[config.mk]
export PLATFORM = sky130hd
export DESIGN_NAME = tsbuf_irq_top
export DESIGN_NICKNAME = d
export VERILOG_FILES = /design/src/rtl/tsbuf_pkg.sv /design/src/rtl/tsbuf_pkt_writer.sv /design/src/rtl/tsbuf_csr.sv /design/src/rtl/tsbuf_irq_merge.sv /design/src/rtl/tsbuf_irq_top.sv
export SDC_FILE = /design/constraint.sdc
export NUM_CORES = 1
export LEC_CHECK = 0
export BUFFER_PORTS_ARGS = -buffer_cell sky130_fd_sc_hd__buf_2
export CAP_MARGIN = 20
export CORE_MARGIN = 3
export CORE_UTILIZATION = 55
export CTS_CLUSTER_DIAMETER = 120
export DETAILED_ROUTE_END_ITERATION = 7
export PLACE_DENSITY = 0.9
export SLEW_MARGIN = 20
export SYNTH_ARGS = -nofsm -noshare
export SYNTH_HDL_FRONTEND = slang
export SYNTH_HIERARCHICAL = 1
export SYNTH_SLANG_ARGS = --single-unit
[constraint.sdc]
create_clock -name clk -period 5.7 [get_ports clk]
set_input_delay 0.57 -clock clk [delete_from_list [all_inputs] [get_ports clk]]
set_output_delay 0.57 -clock clk [all_outputs]
set_load 0.05 [all_outputs]
[src/rtl/tsbuf_pkg.sv]
// Package: shared field positions and widths of the control/status word.
// Assumes a 32-bit register port and an 8-bit packet counter field.
package tsbuf_pkg;
    localparam int CNT_W        = 8;
    localparam int THR_W        = 7;
    localparam int CSR_CNT_LSB  = 24;
    localparam int CSR_DONE_MSK = 17;
    localparam int CSR_DONE     = 16;
    localparam int CSR_RUN      = 15;
    localparam int CSR_OVF_MSK  = 14;
    localparam int CSR_AF_MSK   = 13;
    localparam int CSR_LOCK_MSK = 12;
    localparam int CSR_OVF      = 11;
    localparam int CSR_AF       = 10;
    localparam int CSR_LOCK     = 9;
    localparam int CSR_ACK      = 8;

    // Software-written configuration held in the control word
    typedef struct packed {
        logic             done_msk;
        logic             ovf_msk;
        logic             af_msk;
        logic             lock_msk;
        logic             run;
        logic [THR_W-1:0] thr;
    } tsbuf_cfg_t;
endpackage

[src/rtl/tsbuf_pkt_writer.sv]
// Packet framer and buffer address generator.
// Opens a packet on a start byte, writes each byte at slot base + offset,
// counts completed packets and reports completion and overflow events
// combinationally, so the flags can update on the same edge as the count.
// Assumes that "clear" (stopped or rewind) takes priority over input bytes.
module tsbuf_pkt_writer #(
    parameter int PKT_BYTES = 188,
    parameter int BUF_PKTS  = 8,
    parameter int ADDR_W    = 11,
    parameter int IDX_W     = 8,
    parameter int CNT_W     = 8
) (
    input  logic              clk,
    input  logic              rst_n,
    input  logic              run,
    input  logic              restart,
    input  logic              in_valid,
    input  logic              in_sop,
    input  logic [7:0]        in_data,
    output logic              wr_en,
    output logic [ADDR_W-1:0] wr_addr,
    output logic [7:0]        wr_data,
    output logic [CNT_W-1:0]  pkt_cnt,
    output logic              cmpl_evt,
    output logic [CNT_W-1:0]  cnt_next,
    output logic              ovf_evt
);
    localparam logic [IDX_W-1:0]  LAST_IDX = IDX_W'(PKT_BYTES - 1);
    localparam logic [CNT_W-1:0]  FULL_CNT = CNT_W'(BUF_PKTS);
    localparam logic [ADDR_W-1:0] SLOT_SZ  = ADDR_W'(PKT_BYTES);

    logic              in_pkt;
    logic [IDX_W-1:0]  byte_idx;
    logic [ADDR_W-1:0] slot_base;
    logic              clear, full, take_sop, take_body, accept;
    logic [ADDR_W-1:0] byte_addr;

    // Decode what the current input byte does
    always_comb begin
        clear     = !run || restart;
        full      = (pkt_cnt == FULL_CNT);
        take_sop  = !clear && in_valid && in_sop && !full;
        take_body = !clear && in_valid && !in_sop && in_pkt;
        accept    = take_sop || take_body;
        ovf_evt   = !clear && in_valid && in_sop && full;
        cmpl_evt  = take_body && (byte_idx == LAST_IDX);
        cnt_next  = pkt_cnt + CNT_W'(1);
        byte_addr = take_sop ? slot_base : (slot_base + ADDR_W'(byte_idx));
    end

    // Register the buffer write port
    always_ff @(posedge clk) begin
        if (!rst_n || clear) begin
            wr_en   <= 1'b0;
            wr_addr <= '0;
            wr_data <= '0;
        end else begin
            wr_en   <= accept;
            wr_addr <= byte_addr;
            wr_data <= in_data;
        end
    end

    // Track packet framing, slot base and completed count
    always_ff @(posedge clk) begin
        if (!rst_n || clear) begin
            in_pkt    <= 1'b0;
            byte_idx  <= '0;
            slot_base <= '0;
            pkt_cnt   <= '0;
        end else if (ovf_evt) begin
            in_pkt   <= 1'b0;
            byte_idx <= '0;
        end else if (take_sop) begin
            in_pkt   <= 1'b1;
            byte_idx <= IDX_W'(1);
        end else if (take_body) begin
            if (cmpl_evt) begin
                in_pkt    <= 1'b0;
                byte_idx  <= '0;
                slot_base <= slot_base + SLOT_SZ;
                pkt_cnt   <= cnt_next;
            end else begin
                byte_idx <= byte_idx + IDX_W'(1);
            end
        end
    end
endmodule

[src/rtl/tsbuf_csr.sv]
// Control/status word and rewind register.
// Holds masks, run bit and threshold; latches done and overflow flags
// (set beats acknowledge); assembles read data from live state.
// Assumes one register access per cycle and reads without side effects.
module tsbuf_csr
    import tsbuf_pkg::*;
#(
    parameter int THR_DEFAULT = 4,
    parameter int AF_LEVEL    = 7
) (
    input  logic             clk,
    input  logic             rst_n,
    input  logic             reg_wr,
    input  logic             reg_sel,
    input  logic [31:0]      reg_wdata,
    output logic [31:0]      reg_rdata,
    input  logic [CNT_W-1:0] pkt_cnt,
    input  logic             cmpl_evt,
    input  logic [CNT_W-1:0] cnt_next,
    input  logic             ovf_evt,
    input  logic             lock_in,
    output tsbuf_cfg_t       cfg,
    output logic             flag_done,
    output logic             flag_ovf,
    output logic             restart
);
    logic ctrl_wr, ack, done_set, near_full;
    logic unused_wdata;

    assign unused_wdata = ^{reg_wdata[31:18], reg_wdata[7]};

    // Decode writes and flag-set conditions
    always_comb begin
        ctrl_wr   = reg_wr && !reg_sel;
        restart   = reg_wr && reg_sel;
        ack       = ctrl_wr && reg_wdata[CSR_ACK];
        done_set  = cmpl_evt && (cnt_next == CNT_W'(cfg.thr));
        near_full = (pkt_cnt >= CNT_W'(AF_LEVEL));
    end

    // Hold the software configuration
    always_ff @(posedge clk) begin
        if (!rst_n) begin
            cfg.done_msk <= 1'b1;
            cfg.ovf_msk  <= 1'b1;
            cfg.af_msk   <= 1'b1;
            cfg.lock_msk <= 1'b1;
            cfg.run      <= 1'b0;
            cfg.thr      <= THR_W'(THR_DEFAULT);
        end else if (ctrl_wr) begin
            cfg.done_msk <= reg_wdata[CSR_DONE_MSK];
            cfg.ovf_msk  <= reg_wdata[CSR_OVF_MSK];
            cfg.af_msk   <= reg_wdata[CSR_AF_MSK];
            cfg.lock_msk <= reg_wdata[CSR_LOCK_MSK];
            cfg.run      <= reg_wdata[CSR_RUN];
            cfg.thr      <= reg_wdata[THR_W-1:0];
        end
    end

    // Latch interrupt flags; a new event wins over acknowledge
    always_ff @(posedge clk) begin
        if (!rst_n) begin
            flag_done <= 1'b0;
            flag_ovf  <= 1'b0;
        end else begin
            flag_done <= done_set || (flag_done && !ack);
            flag_ovf  <= ovf_evt  || (flag_ovf  && !ack);
        end
    end

    // Assemble read data for the selected register
    always_comb begin
        reg_rdata = '0;
        if (!reg_sel) begin
            reg_rdata[CSR_CNT_LSB +: CNT_W] = pkt_cnt;
            reg_rdata[CSR_DONE_MSK]         = cfg.done_msk;
            reg_rdata[CSR_DONE]             = flag_done;
            reg_rdata[CSR_RUN]              = cfg.run;
            reg_rdata[CSR_OVF_MSK]          = cfg.ovf_msk;
            reg_rdata[CSR_AF_MSK]           = cfg.af_msk;
            reg_rdata[CSR_LOCK_MSK]         = cfg.lock_msk;
            reg_rdata[CSR_OVF]              = flag_ovf;
            reg_rdata[CSR_AF]               = near_full;
            reg_rdata[CSR_LOCK]             = lock_in;
            reg_rdata[THR_W-1:0]            = cfg.thr;
        end
    end
endmodule

[src/rtl/tsbuf_irq_merge.sv]
// Interrupt combiner: one masked term per latched source, ORed together.
// Assumes flags are already held until acknowledged.
module tsbuf_irq_merge #(
    parameter int N_SRC = 2
) (
    input  logic [N_SRC-1:0] flags,
    input  logic [N_SRC-1:0] masks,
    output logic             irq
);
    logic [N_SRC-1:0] live;

    for (genvar i = 0; i < N_SRC; i++) begin : g_src
        // Pass a source only while it is unmasked
        assign live[i] = flags[i] & ~masks[i];
    end

    assign irq = |live;
endmodule

[src/rtl/tsbuf_irq_top.sv]
// Top: transport packet capture buffer with interrupt control.
// Connects the framer, the register block and the interrupt combiner.
// Assumes BUF_PKTS fits the 8-bit count field.
module tsbuf_irq_top
    import tsbuf_pkg::*;
#(
    parameter int PKT_BYTES   = 188,
    parameter int BUF_PKTS    = 8,
    parameter int THR_DEFAULT = BUF_PKTS / 2,
    parameter int AF_LEVEL    = BUF_PKTS - 1
) (
    input  logic                                    clk,
    input  logic                                    rst_n,
    input  logic                                    in_valid,
    input  logic                                    in_sop,
    input  logic [7:0]                              in_data,
    input  logic                                    lock_in,
    input  logic                                    reg_wr,
    input  logic                                    reg_sel,
    input  logic [31:0]                             reg_wdata,
    output logic [31:0]                             reg_rdata,
    output logic                                    wr_en,
    output logic [$clog2(PKT_BYTES*BUF_PKTS)-1:0]   wr_addr,
    output logic [7:0]                              wr_data,
    output logic                                    irq
);
    localparam int BUF_BYTES = PKT_BYTES * BUF_PKTS;
    localparam int ADDR_W    = $clog2(BUF_BYTES);
    localparam int IDX_W     = $clog2(PKT_BYTES);

    tsbuf_cfg_t       cfg;
    logic [CNT_W-1:0] pkt_cnt, cnt_next;
    logic             cmpl_evt, ovf_evt, flag_done, flag_ovf, restart, run;

    assign run = cfg.run;

    tsbuf_pkt_writer #(
        .PKT_BYTES(PKT_BYTES), .BUF_PKTS(BUF_PKTS),
        .ADDR_W(ADDR_W), .IDX_W(IDX_W), .CNT_W(CNT_W)
    ) u_writer (
        .clk(clk), .rst_n(rst_n), .run(run), .restart(restart),
        .in_valid(in_valid), .in_sop(in_sop), .in_data(in_data),
        .wr_en(wr_en), .wr_addr(wr_addr), .wr_data(wr_data),
        .pkt_cnt(pkt_cnt), .cmpl_evt(cmpl_evt), .cnt_next(cnt_next),
        .ovf_evt(ovf_evt)
    );

    tsbuf_csr #(
        .THR_DEFAULT(THR_DEFAULT), .AF_LEVEL(AF_LEVEL)
    ) u_csr (
        .clk(clk), .rst_n(rst_n), .reg_wr(reg_wr), .reg_sel(reg_sel),
        .reg_wdata(reg_wdata), .reg_rdata(reg_rdata), .pkt_cnt(pkt_cnt),
        .cmpl_evt(cmpl_evt), .cnt_next(cnt_next), .ovf_evt(ovf_evt),
        .lock_in(lock_in), .cfg(cfg), .flag_done(flag_done),
        .flag_ovf(flag_ovf), .restart(restart)
    );

    tsbuf_irq_merge #(.N_SRC(2)) u_irq (
        .flags({flag_ovf, flag_done}),
        .masks({cfg.ovf_msk, cfg.done_msk}),
        .irq(irq)
    );
endmodule

==> results of run 1 <==
==> worst paths after layout <==
kind,end,startpoint,depth (start not counted),slack (ns)
max,u_writer/slot_base[5]$_SDFFE_PP0P_,reg_sel,7,3.48
min,u_writer/wr_data[6]$_SDFF_PP0_,in_data[6],2,0.43
max reg2reg,u_writer/wr_addr[8]$_SDFF_PP0_,u_writer/pkt_cnt[0]$_SDFFE_PP0P_,7,3.53
min reg2reg,u_csr/cfg[9]$_SDFFE_PN1N_,u_csr/cfg[9]$_SDFFE_PN1N_,2,0.47
==> layout by cell type, fill, tap and decap left out, drive strengths merged, types with 5 or more instances in the layout <==
cell type,count
buf,73
dfxtp,60
nor2,39
nand2,38
nor2b,26
xor2,25
nand3,14
xnor2,13
clkbuf,11
a21oi,10
ha,10
and2,9
inv,9
a21boi,8
conb,8
nand2b,6
nor3,5
nand4,5
nand3b,5
==> per-stage QoR <==
step / hold slack [ns] / util, % / instance area [µm²] / power (mW) / cells
3_5_place_dp: 0.4567 / 64.81 / 3395 / 0.5071 / 479
6_report: 0.4317 / 68.32 / 3578 / 0.8589 / 495
3_3_place_gp: 0.4449 / 64.81 / 3395 / 0.5057 / 479
4_1_cts: 0.4169 / 68.32 / 3578 / 0.8660 / 495
2_1_floorplan: 0.4325 / - / 3098 / 0.4931 / 361
5_1_grt: 0.4153 / 68.32 / 3578 / 0.8924 / 495
==> registers in the layout, summed over array words and instances, names as in the netlist <==
| signal | flops |
|---|---|
| u_csr/cfg | 12 |
| u_writer/in_pkt | 1 |
| u_writer/slot_base | 9 |
| u_writer/wr_addr | 11 |
| u_csr/flag_done | 1 |
| u_writer/pkt_cnt | 8 |
| u_writer/wr_data | 8 |
| u_writer/byte_idx | 8 |
| u_csr/flag_ovf | 1 |
| u_writer/wr_en | 1 |
==> cells by family after synthesis <==
group                      after synthesis  share of synthesized area (%)
muxes                                    3                         0.9776
other                                    1                         0.1221
AOI/OAI and AO/OA                       40                          9.002
DFF                                     60                          39.10
buffers and inverters                   34                          6.272
and+or+nand+nor                        167                          28.96
xor gates and xnor gates                38                          10.84
adders and majority gates               11                          4.725
==> final cells by class <==
type                            count  area (µm²)  area share (%)
Clock inverter                      5       52.55           1.469
Inverter                            9       33.78          0.9441
Clock buffer                       11       131.4           3.671
Tap cell                           70       87.58           2.448
Timing Repair Buffer               73       367.9           10.28
Sequential cell                    60        1201           33.57
Multi-Input combinational cell    267        1704           47.62
==> metal layers <==
metal	vias to the layer above	share of wire, %	wire length [µm]	global-route usage, %
li1	1293	-	-	-
met1	1210	42	2733	24.06
met2	78	52	3389	38.91
met3	7	6.0	395	7.428
met4	0	0.85	56	7.939
met5	-	0	0	0
==> where the power goes <==
part	switching, mW	leakage, nW	internal (mW)
Combinational	0.0499	0.991	0.0193
Clock	0.161	0.0931	0.200
Sequential	0.00429	0.485	0.425
Total	0.215	1.57	0.644
==> worst max-delay path, delay by kind of cell <==
family,cells,cell delay [ns]
AND/OR/NAND/NOR,5,1.43
buffers and inverters,1,0.26
XOR/XNOR,1,0.16
==> impl_metrics.csv, run 1 <==
group,metric,value,unit
routing,drtIter0Drc,137,
timing,finalClockSkew,0.007309,ns
logic_synthesis,synthTopCellsByArea,"dfxtp_1 (39%), xor2_1 (7.1%), nor2b_1 (4.9%), nor2_1 (4.6%), nand2_1 (4.5%)",
clock_tree,numCtsBuffers,9,
job,maxCapViolations,0,
routing,first_pass_iters,4,
clock_tree,clkSinkCount,60,
logic_synthesis,synth_area_per_cell,8.677,µm²
timing,final-max-slew-violation-count,0,
place,dpl.hpwl,4645,µm
routing,wirelength,6574,µm
logic_synthesis,ys_warn_count,6,
cells_and_area,fillers,425,
critical_path,slowest_stage,"or4_4",
floorplan,core,5238,µm²
logic_synthesis,syn_area,3072,µm²
logic_synthesis,synth_top_area_share,39.10,%
timing,slew_headroom,32.30,%
clock_tree,cts_buffer_depth,2,
grt,grt_pass1_wl,10920,µm
routing,wl_per_cell,13.28,µm
timing,fin_ws,3.475,ns
grt,antenna_found_initial,0,
clock_tree,path_clk_slew,0.06,ns
critical_path,critical_path_required,5.88,ns
cells_and_area,nNetsFinal,478,
critical_path,startpoint_type,"primary input",
grt,grt_overflow_total,0,
power,irDropWorstVdd,0.1622,mV
routing,dr_total_vias,2588,
critical_path,crit_path_max_incr_delay,0.57,ns
floorplan,die_w,80.73,µm
grt,grt_max_degree,28,
grt,grt_usage,21.83,%
logic_synthesis,synth_area_leader_cell,"dfxtp_1",
logic_synthesis,netlist_top_cells_count,"dfxtp_1 (60), nor2_1 (38), nand2_1 (37), xor2_1 (25), nor2b_1 (24)",
floorplan,floorplan.initialDensity,58.65,%
logic_synthesis,synth.ff_latch_count,60,
cells_and_area,syn_to_final_growth,16.50,%
logic_synthesis,yosysSeqAreaShare,39.10,%
place,io_buffers,72,
routing,vias_per_cell,5.228,
clock_tree,cts-root-buf,"clkbuf_8",
clock_tree,cts.repair.resized,0,
routing,ant_nets,0,
min_path,hold_path_class,"in2reg",
timing,setup_viol_count_final,0,
clock_tree,h-tree-depth,3,
critical_path,arrival,2.41,ns
timing,max_clock_freq,449.5,MHz
timing,totalNegativeSetupSlack,0,ns
clock_tree,postCtsSetupBuffers,0,
cells_and_area,insertedDiodeCount,0,
critical_path,crit_chain,"buf_2 -> and2_1 -> nand3b_1 -> or2_1 -> or4_4 -> xor2_1 -> nor2_1",
timing,tightest_slew,1.012,ns
timing,fin_crit_sh,39.03,%
floorplan,num_rows,26,
clock_tree,clock_latency,0.33,ns
routing,drc,0,
logic_synthesis,yosys.cell_count.top_type,"dfxtp_1",
grt,grt_pass1_vias,2474,
floorplan,die_area,6517,µm²
clock_tree,cts_tree,"built",
timing,rsz0062_at_grt,"no",
timing,finalCriticalPeriod,2.225,ns
floorplan,ios,100,
power,leakage,1.569,nW
power,power_density,240.0,nW/µm²
critical_path,endpoint_kind,"flip-flop",
place,gp_congestion,0.9083,
place,post-place-ws,3.151,ns
timing,finalHoldViolCount,0,
logic_synthesis,synth_cell_types,55,
critical_path,path_class,"in2reg",
logic_synthesis,syn_inst,354,
status,status,"finished clean",
logic_synthesis,synth_edf_count,0,
cells_and_area,final_layout_size_suffix_gt1_share,23.06,%
logic_synthesis,async_flop_share,0,%
clock_tree,cts_hold_buffers,0,
floorplan,die_y,80.73,µm
critical_path,crit_fanout,27,
logic_synthesis,synth_flop_cell,"dfxtp_1",
(Power assumes the default switching activity.)
==> run 2, diff against run 1 <==
--- a/config.mk
+++ b/config.mk
@@ -5,13 +5,14 @@
 export SDC_FILE = /design/constraint.sdc
 export NUM_CORES = 1
 export LEC_CHECK = 0
+export ABC_AREA = 1
 export BUFFER_PORTS_ARGS = -buffer_cell sky130_fd_sc_hd__buf_2
 export CAP_MARGIN = 20
 export CORE_MARGIN = 3
-export CORE_UTILIZATION = 55
+export CORE_UTILIZATION = 47
 export CTS_CLUSTER_DIAMETER = 120
 export DETAILED_ROUTE_END_ITERATION = 7
-export PLACE_DENSITY = 0.9
+export PLACE_DENSITY = 0.81
 export SLEW_MARGIN = 20
 export SYNTH_ARGS = -nofsm -noshare
 export SYNTH_HDL_FRONTEND = slang
==> constraint.sdc (replaced) <==
create_clock -name clk -period 1.9 [get_ports clk]
set_input_delay 0.19 -clock clk [delete_from_list [all_inputs] [get_ports clk]]
set_output_delay 0.19 -clock clk [all_outputs]
set_load 0.05 [all_outputs]
==> run 2 against run 1 <==
  * Hold slack worse by 0.37 ns
  * Critical endpoint is now u_writer/wr_addr[10]$_SDFF_PP0_
  * Critical path type is now reg2reg
  * Wire length increased by 9.1%
  * Final cell count up 34%
  * Clock power grew to 3.2 times the previous value
  * Power grew to 3.2 times the previous value
  * Synthesized area up 7.4%
  * Cell area increased by 8.4%
  * Die area rose by 24%
  * Register-to-register slack got worse by 3.3 ns
  * Count of clock-buffer cells in the layout did not move
==> impl_metrics.csv, run 2 <==
group,metric,value,unit
critical_path,r2r_end,"u_writer/wr_addr[10]$_SDFF_PP0_",
logic_synthesis,syn_area,3298,µm²
routing,dr_total_vias,3126,
timing,finalHoldViolCount,0,
logic_synthesis,synth_compound_area_share,11.15,%
clock_tree,cts.repair.resized,0,
power,power_density,698.8,nW/µm²
timing,tightest_slew,0.5568,ns
timing,setup_viol_count_final,0,
floorplan,num_rows,29,
timing,finalClockSkew,0.007235,ns
grt,use_met3,4.674,%
min_path,holdPathEnd,"u_writer/wr_data[5]$_SDFF_PP0_",
logic_synthesis,syn_inst,494,
logic_synthesis,synth_top_area_share,36.42,%
clock_tree,h-tree-depth,3,
logic_synthesis,synth_area_per_cell,6.676,µm²
status,status,"finished clean",
min_path,hp-start,"in_data[5]",
cells_and_area,nNetsFinal,625,
place,gp_congestion,0.8015,
place,post-place-ws,0.1903,ns
logic_synthesis,synth_top_family_by_area,"simple AND/OR/NAND/NOR gates",
floorplan,core,6568,µm²
floorplan,die_w,89.77,µm
logic_synthesis,synth-simple-area-share,28.95,%
grt,grt_pass1_wl,12290,µm
critical_path,critical_path_required,2.18,ns
grt,use_met2,31.89,%
timing,max_clock_freq,581.7,MHz
clock_tree,numCtsBuffers,9,
clock_tree,cts_tree,"built",
logic_synthesis,synthMuxAreaShare,0,%
routing,first_pass_iters,4,
cells_and_area,fillers,621,
clock_tree,clock_latency,0.34,ns
logic_synthesis,synth_cell_types,37,
grt,grt_overflow_total,0,
timing,finalCriticalPeriod,1.719,ns
clock_tree,clkSinkCount,60,
timing,final-max-slew-violation-count,0,
floorplan,floorplan.initialDensity,50.22,%
logic_synthesis,async_flop_share,0,%
critical_path,endpoint_kind,"flip-flop",
cells_and_area,insertedDiodeCount,0,
timing,rsz0062_at_grt,"no",
clock_tree,cts-root-buf,"clkbuf_8",
routing,wl_per_cell,10.79,µm
clock_tree,path_clk_slew,0.07,ns
floorplan,die_y,89.77,µm
critical_path,r2r_slack,0.18,ns
critical_path,r2r_start,"u_writer/byte_idx[2]$_SDFFE_PP0P_",
place,io_buffers,72,
grt,grt_pass1_vias,2852,
clock_tree,postCtsSetupBuffers,0,
logic_synthesis,synth.ff_latch_count,60,
logic_synthesis,post_synth_xor_area_fraction,2.656,%
min_path,hold_path_class,"in2reg",
floorplan,ios,100,
cells_and_area,top_register,"u_csr/cfg",
grt,grt_max_degree,26,
routing,wirelength,7173,µm
cells_and_area,final_layout_size_suffix_gt1_share,19.93,%
floorplan,die_area,8059,µm²
cells_and_area,seq_area,1205,µm²
critical_path,arrival,2.00,ns
routing,vias_per_cell,4.701,
critical_path,worstRegToRegCells,10,
routing,ant_nets,0,
timing,fin_ws,0.1810,ns
critical_path,crit_fanout,5,
logic_synthesis,synthAdderAreaFrac,4.401,%
clock_tree,cts_buffer_depth,2,
cells_and_area,multi_input_area,1588,µm²
power,leakage,2.005,nW
cells_and_area,layout_commonest_cell,"nand2_1",
grt,antenna_found_initial,0,
critical_path,startpoint_type,"flip-flop",
grt,grt_util_met1,20.52,%
min_path,whs_path_depth,3,
logic_synthesis,synth_flop_cell,"dfxtp_1",
logic_synthesis,yosys.cell_count.top_type,"nand2_1",
power,irDropWorstVdd,0.5289,mV
routing,drtIter0Drc,193,
power,fin_total_pwr,2.711,mW
logic_synthesis,ys_warn_count,6,
timing,slew_headroom,62.88,%
cells_and_area,utilization,59.08,%
clock_tree,cts_hold_buffers,0,
timing,fin_crit_sh,90.48,%
cells_and_area,syn_to_final_growth,17.64,%
cells_and_area,largest_register_ffs,12,
logic_synthesis,yosysSeqAreaShare,36.42,%
logic_synthesis,synthTopCellsByArea,"dfxtp_1 (36%), nand2_1 (11%), inv_1 (11%), nor2_1 (9.2%), a21oi_1 (4.4%)",
logic_synthesis,synth_area_leader_cell,"dfxtp_1",
cells_and_area,final_cell_mix,"nand2_1 (99), inv_1 (96), nor2_1 (80)",
grt,top_usage_layer,"met2",
timing,totalNegativeSetupSlack,0,ns
job,maxCapViolations,0,
cells_and_area,reg_top3,"u_csr/cfg x12, u_writer/wr_addr x11, u_writer/slot_base x9",
grt,grt_usage,18.08,%
critical_path,path_class,"reg2reg",
logic_synthesis,netlist_top_cells_count,"nand2_1 (99), inv_1 (96), nor2_1 (81), dfxtp_1 (60), a21oi_1 (29)",
routing,drc,0,
place,dpl.hpwl,5308,µm
logic_synthesis,synth_edf_count,0,
==> run 2: critical path, cell delays in order, from the launching register on <==
cell and delay (ns):
dfxtp_1 0.44, ha_1 0.21, inv_1 0.06, fa_1 0.42
inv_1 0.08, nand2_1 0.05, nand3_1 0.13, nand3_1 0.09
nand2_1 0.07, inv_1 0.03, nor2_1 0.08
==> run 2: through the flow <==
step | hold slack [ns] | instance area (µm²) | cells
after floorplan | 0.3022 | 3324 | 501
after global placement | 0.4027 | 3672 | 649
after detailed placement | 0.4112 | 3672 | 649
after CTS | 0.04439 | 3874 | 665
after global routing | 0.04446 | 3880 | 665
final | 0.06016 | 3880 | 665
==> run 2: layout make-up <==
class                   instances  share of cell area [%]
multi-input cells             320                   40.92
flip-flops and latches         60                   31.05
repair buffers                 77                   10.25
inverters                      99                   9.578
clock buffers                  11                   3.902
well taps                      93                   2.999
clock inverters                 5                   1.290
==> run 2: power by group <==
group          internal [mW]  leakage (nW)  total, mW  switching [mW]
Sequential              1.28         0.488       1.29         0.00876
Combinational         0.0650          1.41      0.260           0.195
Clock                  0.668         0.109       1.16           0.497
Total                   2.01          2.00       2.71           0.700
==> run 2: logic make-up after synthesis <==
kind of cell             Yosys count
other                              1
buffers and inverters            121
adder cells (fa/ha/maj)           11
flip-flops                        60
AND/OR/NAND/NOR                  224
XOR/XNOR                          10
AO/OA/AOI/OAI                     67
==> run 2: layer usage <==
metal	routed length, µm	up-vias
met5	0	-
met4	98	0
met3	388	10
met2	3580	83
met1	3106	1399
li1	-	1634
==> run 2: worst max path at each step <==
stage / from / endpoint / slack [ns]
floorplan: u_writer/byte_idx[2]$_SDFFE_PP0P_ / u_writer/wr_addr[10]$_SDFF_PP0_ / 0.38
global placement: u_writer/byte_idx[2]$_SDFFE_PP0P_ / u_writer/wr_addr[10]$_SDFF_PP0_ / 0.23
detailed placement: u_writer/byte_idx[2]$_SDFFE_PP0P_ / u_writer/wr_addr[10]$_SDFF_PP0_ / 0.19
CTS: u_writer/byte_idx[2]$_SDFFE_PP0P_ / u_writer/wr_addr[10]$_SDFF_PP0_ / 0.17
global route: u_writer/byte_idx[2]$_SDFFE_PP0P_ / u_writer/wr_addr[10]$_SDFF_PP0_ / 0.02
finish: u_writer/byte_idx[2]$_SDFFE_PP0P_ / u_writer/wr_addr[10]$_SDFF_PP0_ / 0.18
==> run 3, diff against run 2 <==
--- a/config.mk
+++ b/config.mk
@@ -6,7 +6,7 @@
 export NUM_CORES = 1
 export LEC_CHECK = 0
 export ABC_AREA = 1
-export BUFFER_PORTS_ARGS = -buffer_cell sky130_fd_sc_hd__buf_2
+export BUFFER_PORTS_ARGS = -buffer_cell sky130_fd_sc_hd__buf_4
 export CAP_MARGIN = 20
 export CORE_MARGIN = 3
 export CORE_UTILIZATION = 47
==> run 3 against run 2 <==
  * Critical path depth did not move
  * Non-clock buffer count did not move
  * Sequential cell count did not move
  * Register-to-register slack improved by 0.03 ns
  * Power fell by 2.9%
  * Wire length rose by 2.2%
  * Sequential power barely moved
  * Cell area rose by 4.2%
  * Global-route usage rose by 0.28 points
  * Critical path type unchanged
  * Critical endpoint unchanged
  * Largest power group unchanged
==> impl_metrics.csv, run 3 (synthesis results as in run 2) <==
group,metric,value,unit
status,status,"finished clean",
cells_and_area,nNetsFinal,625,
critical_path,startpoint_type,"flip-flop",
timing,finalClockSkew,0.006801,ns
min_path,holdPathEnd,"u_writer/wr_data[3]$_SDFF_PP0_",
routing,topRoutingLayerUsed,"met4",
cells_and_area,utilization,61.55,%
clock_tree,cts_tree,"built",
grt,grt_pass1_wl,12520,µm
grt,grt_pass1_vias,2988,
timing,finalCriticalPeriod,1.684,ns
routing,dr_total_vias,3141,
critical_path,endpoint_kind,"flip-flop",
floorplan,die_w,89.77,µm
critical_path,path_class,"reg2reg",
timing,tightest_slew,0.5533,ns
routing,vias_per_cell,4.723,
timing,setup_viol_count_final,0,
timing,totalNegativeSetupSlack,0,ns
min_path,hp-start,"in_data[3]",
routing,wl_met1,3055,µm
clock_tree,h-tree-depth,3,
critical_path,r2r_end,"u_writer/wr_addr[10]$_SDFF_PP0_",
routing,wirelength,7332,µm
floorplan,die_area,8059,µm²
clock_tree,clock_latency,0.33,ns
floorplan,floorplan.initialDensity,50.22,%
cells_and_area,final_cell_mix,"nand2_1 (99), inv_1 (96), nor2_1 (80)",
clock_tree,cts-root-buf,"clkbuf_8",
timing,fin_ws,0.2158,ns
clock_tree,clkSinkCount,60,
floorplan,die_y,89.77,µm
timing,fin_crit_sh,88.64,%
floorplan,num_rows,29,
routing,met2_length,3768,µm
cells_and_area,insertedDiodeCount,0,
place,post-place-ws,0.1422,ns
routing,drtIter0Drc,113,
cells_and_area,largest_register_ffs,12,
routing,first_pass_iters,4,
routing,ant_nets,0,
power,fin_total_pwr,2.632,mW
job,maxCapViolations,0,
cells_and_area,layout_commonest_cell,"nand2_1",
timing,finalHoldViolCount,0,
grt,grt_usage,18.36,%
critical_path,r2r_start,"u_writer/byte_idx[2]$_SDFFE_PP0P_",
routing,wl_per_cell,11.03,µm
grt,grt_overflow_total,0,
critical_path,worstRegToRegCells,10,
cells_and_area,top_register,"u_csr/cfg",
critical_path,critical_path_required,2.18,ns
grt,grt_max_degree,27,
clock_tree,path_clk_slew,0.07,ns
cells_and_area,final_layout_size_suffix_gt1_share,19.06,%
timing,final-max-slew-violation-count,0,
floorplan,core,6568,µm²
critical_path,arrival,1.96,ns
routing,drc,0,
timing,max_clock_freq,593.8,MHz
clock_tree,numCtsBuffers,9,
cells_and_area,reg_top3,"u_csr/cfg x12, u_writer/wr_addr x11, u_writer/slot_base x9",
min_path,hold_path_class,"in2reg",
critical_path,r2r_slack,0.22,ns
clock_tree,cts_hold_buffers,0,
timing,rsz0062_at_grt,"no",
grt,antenna_found_initial,0,
place,io_buffers,72,
clock_tree,postCtsSetupBuffers,0,
cells_and_area,syn_to_final_growth,22.57,%
place,gp_congestion,0.8135,
power,power_density,651.0,nW/µm²
min_path,whs_path_depth,3,
power,irDropWorstVdd,0.4303,mV
routing,met3WireLength,363,µm
power,leakage,2.014,nW
place,dpl.hpwl,5510,µm
timing,slew_headroom,63.12,%
critical_path,crit_fanout,5,
clock_tree,cts_buffer_depth,2,
floorplan,ios,100,
[run 3: where the power goes]
part / leakage [nW] / switching, mW / internal, mW
clock network: 0.0937 / 0.478 / 0.581
registers: 0.487 / 0.00892 / 1.28
logic: 1.43 / 0.195 / 0.0909
[run 3: how the worst max path moves through the flow]
stage,start,to,slack (ns),depth (start not counted)
6_report,u_writer/byte_idx[2]$_SDFFE_PP0P_,u_writer/wr_addr[10]$_SDFF_PP0_,0.22,10
5_1_grt,u_writer/pkt_cnt[1]$_SDFFE_PP0P_,u_csr/flag_done$_SDFF_PN0_,0.007,10
4_1_cts,u_writer/byte_idx[2]$_SDFFE_PP0P_,u_writer/wr_addr[10]$_SDFF_PP0_,0.11,10
3_5_place_dp,u_writer/byte_idx[2]$_SDFFE_PP0P_,u_writer/wr_addr[10]$_SDFF_PP0_,0.14,10
3_3_place_gp,u_writer/byte_idx[2]$_SDFFE_PP0P_,u_writer/wr_addr[10]$_SDFF_PP0_,0.21,10
2_1_floorplan,u_writer/byte_idx[2]$_SDFFE_PP0P_,u_writer/wr_addr[10]$_SDFF_PP0_,0.38,10
[run 3: repair_timing]
item / CTS / global route
gates resized for setup: 0 / 3
endpoints found under the setup margin: 0 / 3
hold endpoints to repair: 0 / 0
[run 3: cell type report]
type                    count  area, µm²
clock buffers              15      176.4
clock inverters             1      5.005
fillers                   630       2525
inverters                  99      371.6
multi-input cells         320       1593
flip-flops and latches     60       1202
well taps                  93      116.4
repair buffers             77      578.1
[run 3: worst max-delay path, cell delays in order, from the launching register on]
cell	delay, ns
dfxtp_2	0.39
ha_1	0.21
inv_1	0.06
fa_1	0.42
inv_1	0.08
nand2_1	0.05
nand3_1	0.14
nand3_1	0.09
nand2_1	0.07
inv_1	0.04
nor2_1	0.08
[run 3: metrics by stage]
stage	hold WS (ns)	std cells	instance area (µm²)
4_1_cts	0.05676	665	4034
3_5_place_dp	0.4082	649	3852
3_3_place_gp	0.4027	649	3852
5_1_grt	0.06524	665	4043
2_1_floorplan	0.3022	501	3324
6_report	0.06775	665	4043
[run 3: routing by layer]
layer | GRT usage [%] | vias up
met5 | 0 | -
li1 | - | 1634
met1 | 19.42 | 1422
met3 | 3.506 | 12
met4 | 8.301 | 0
met2 | 34.96 | 73
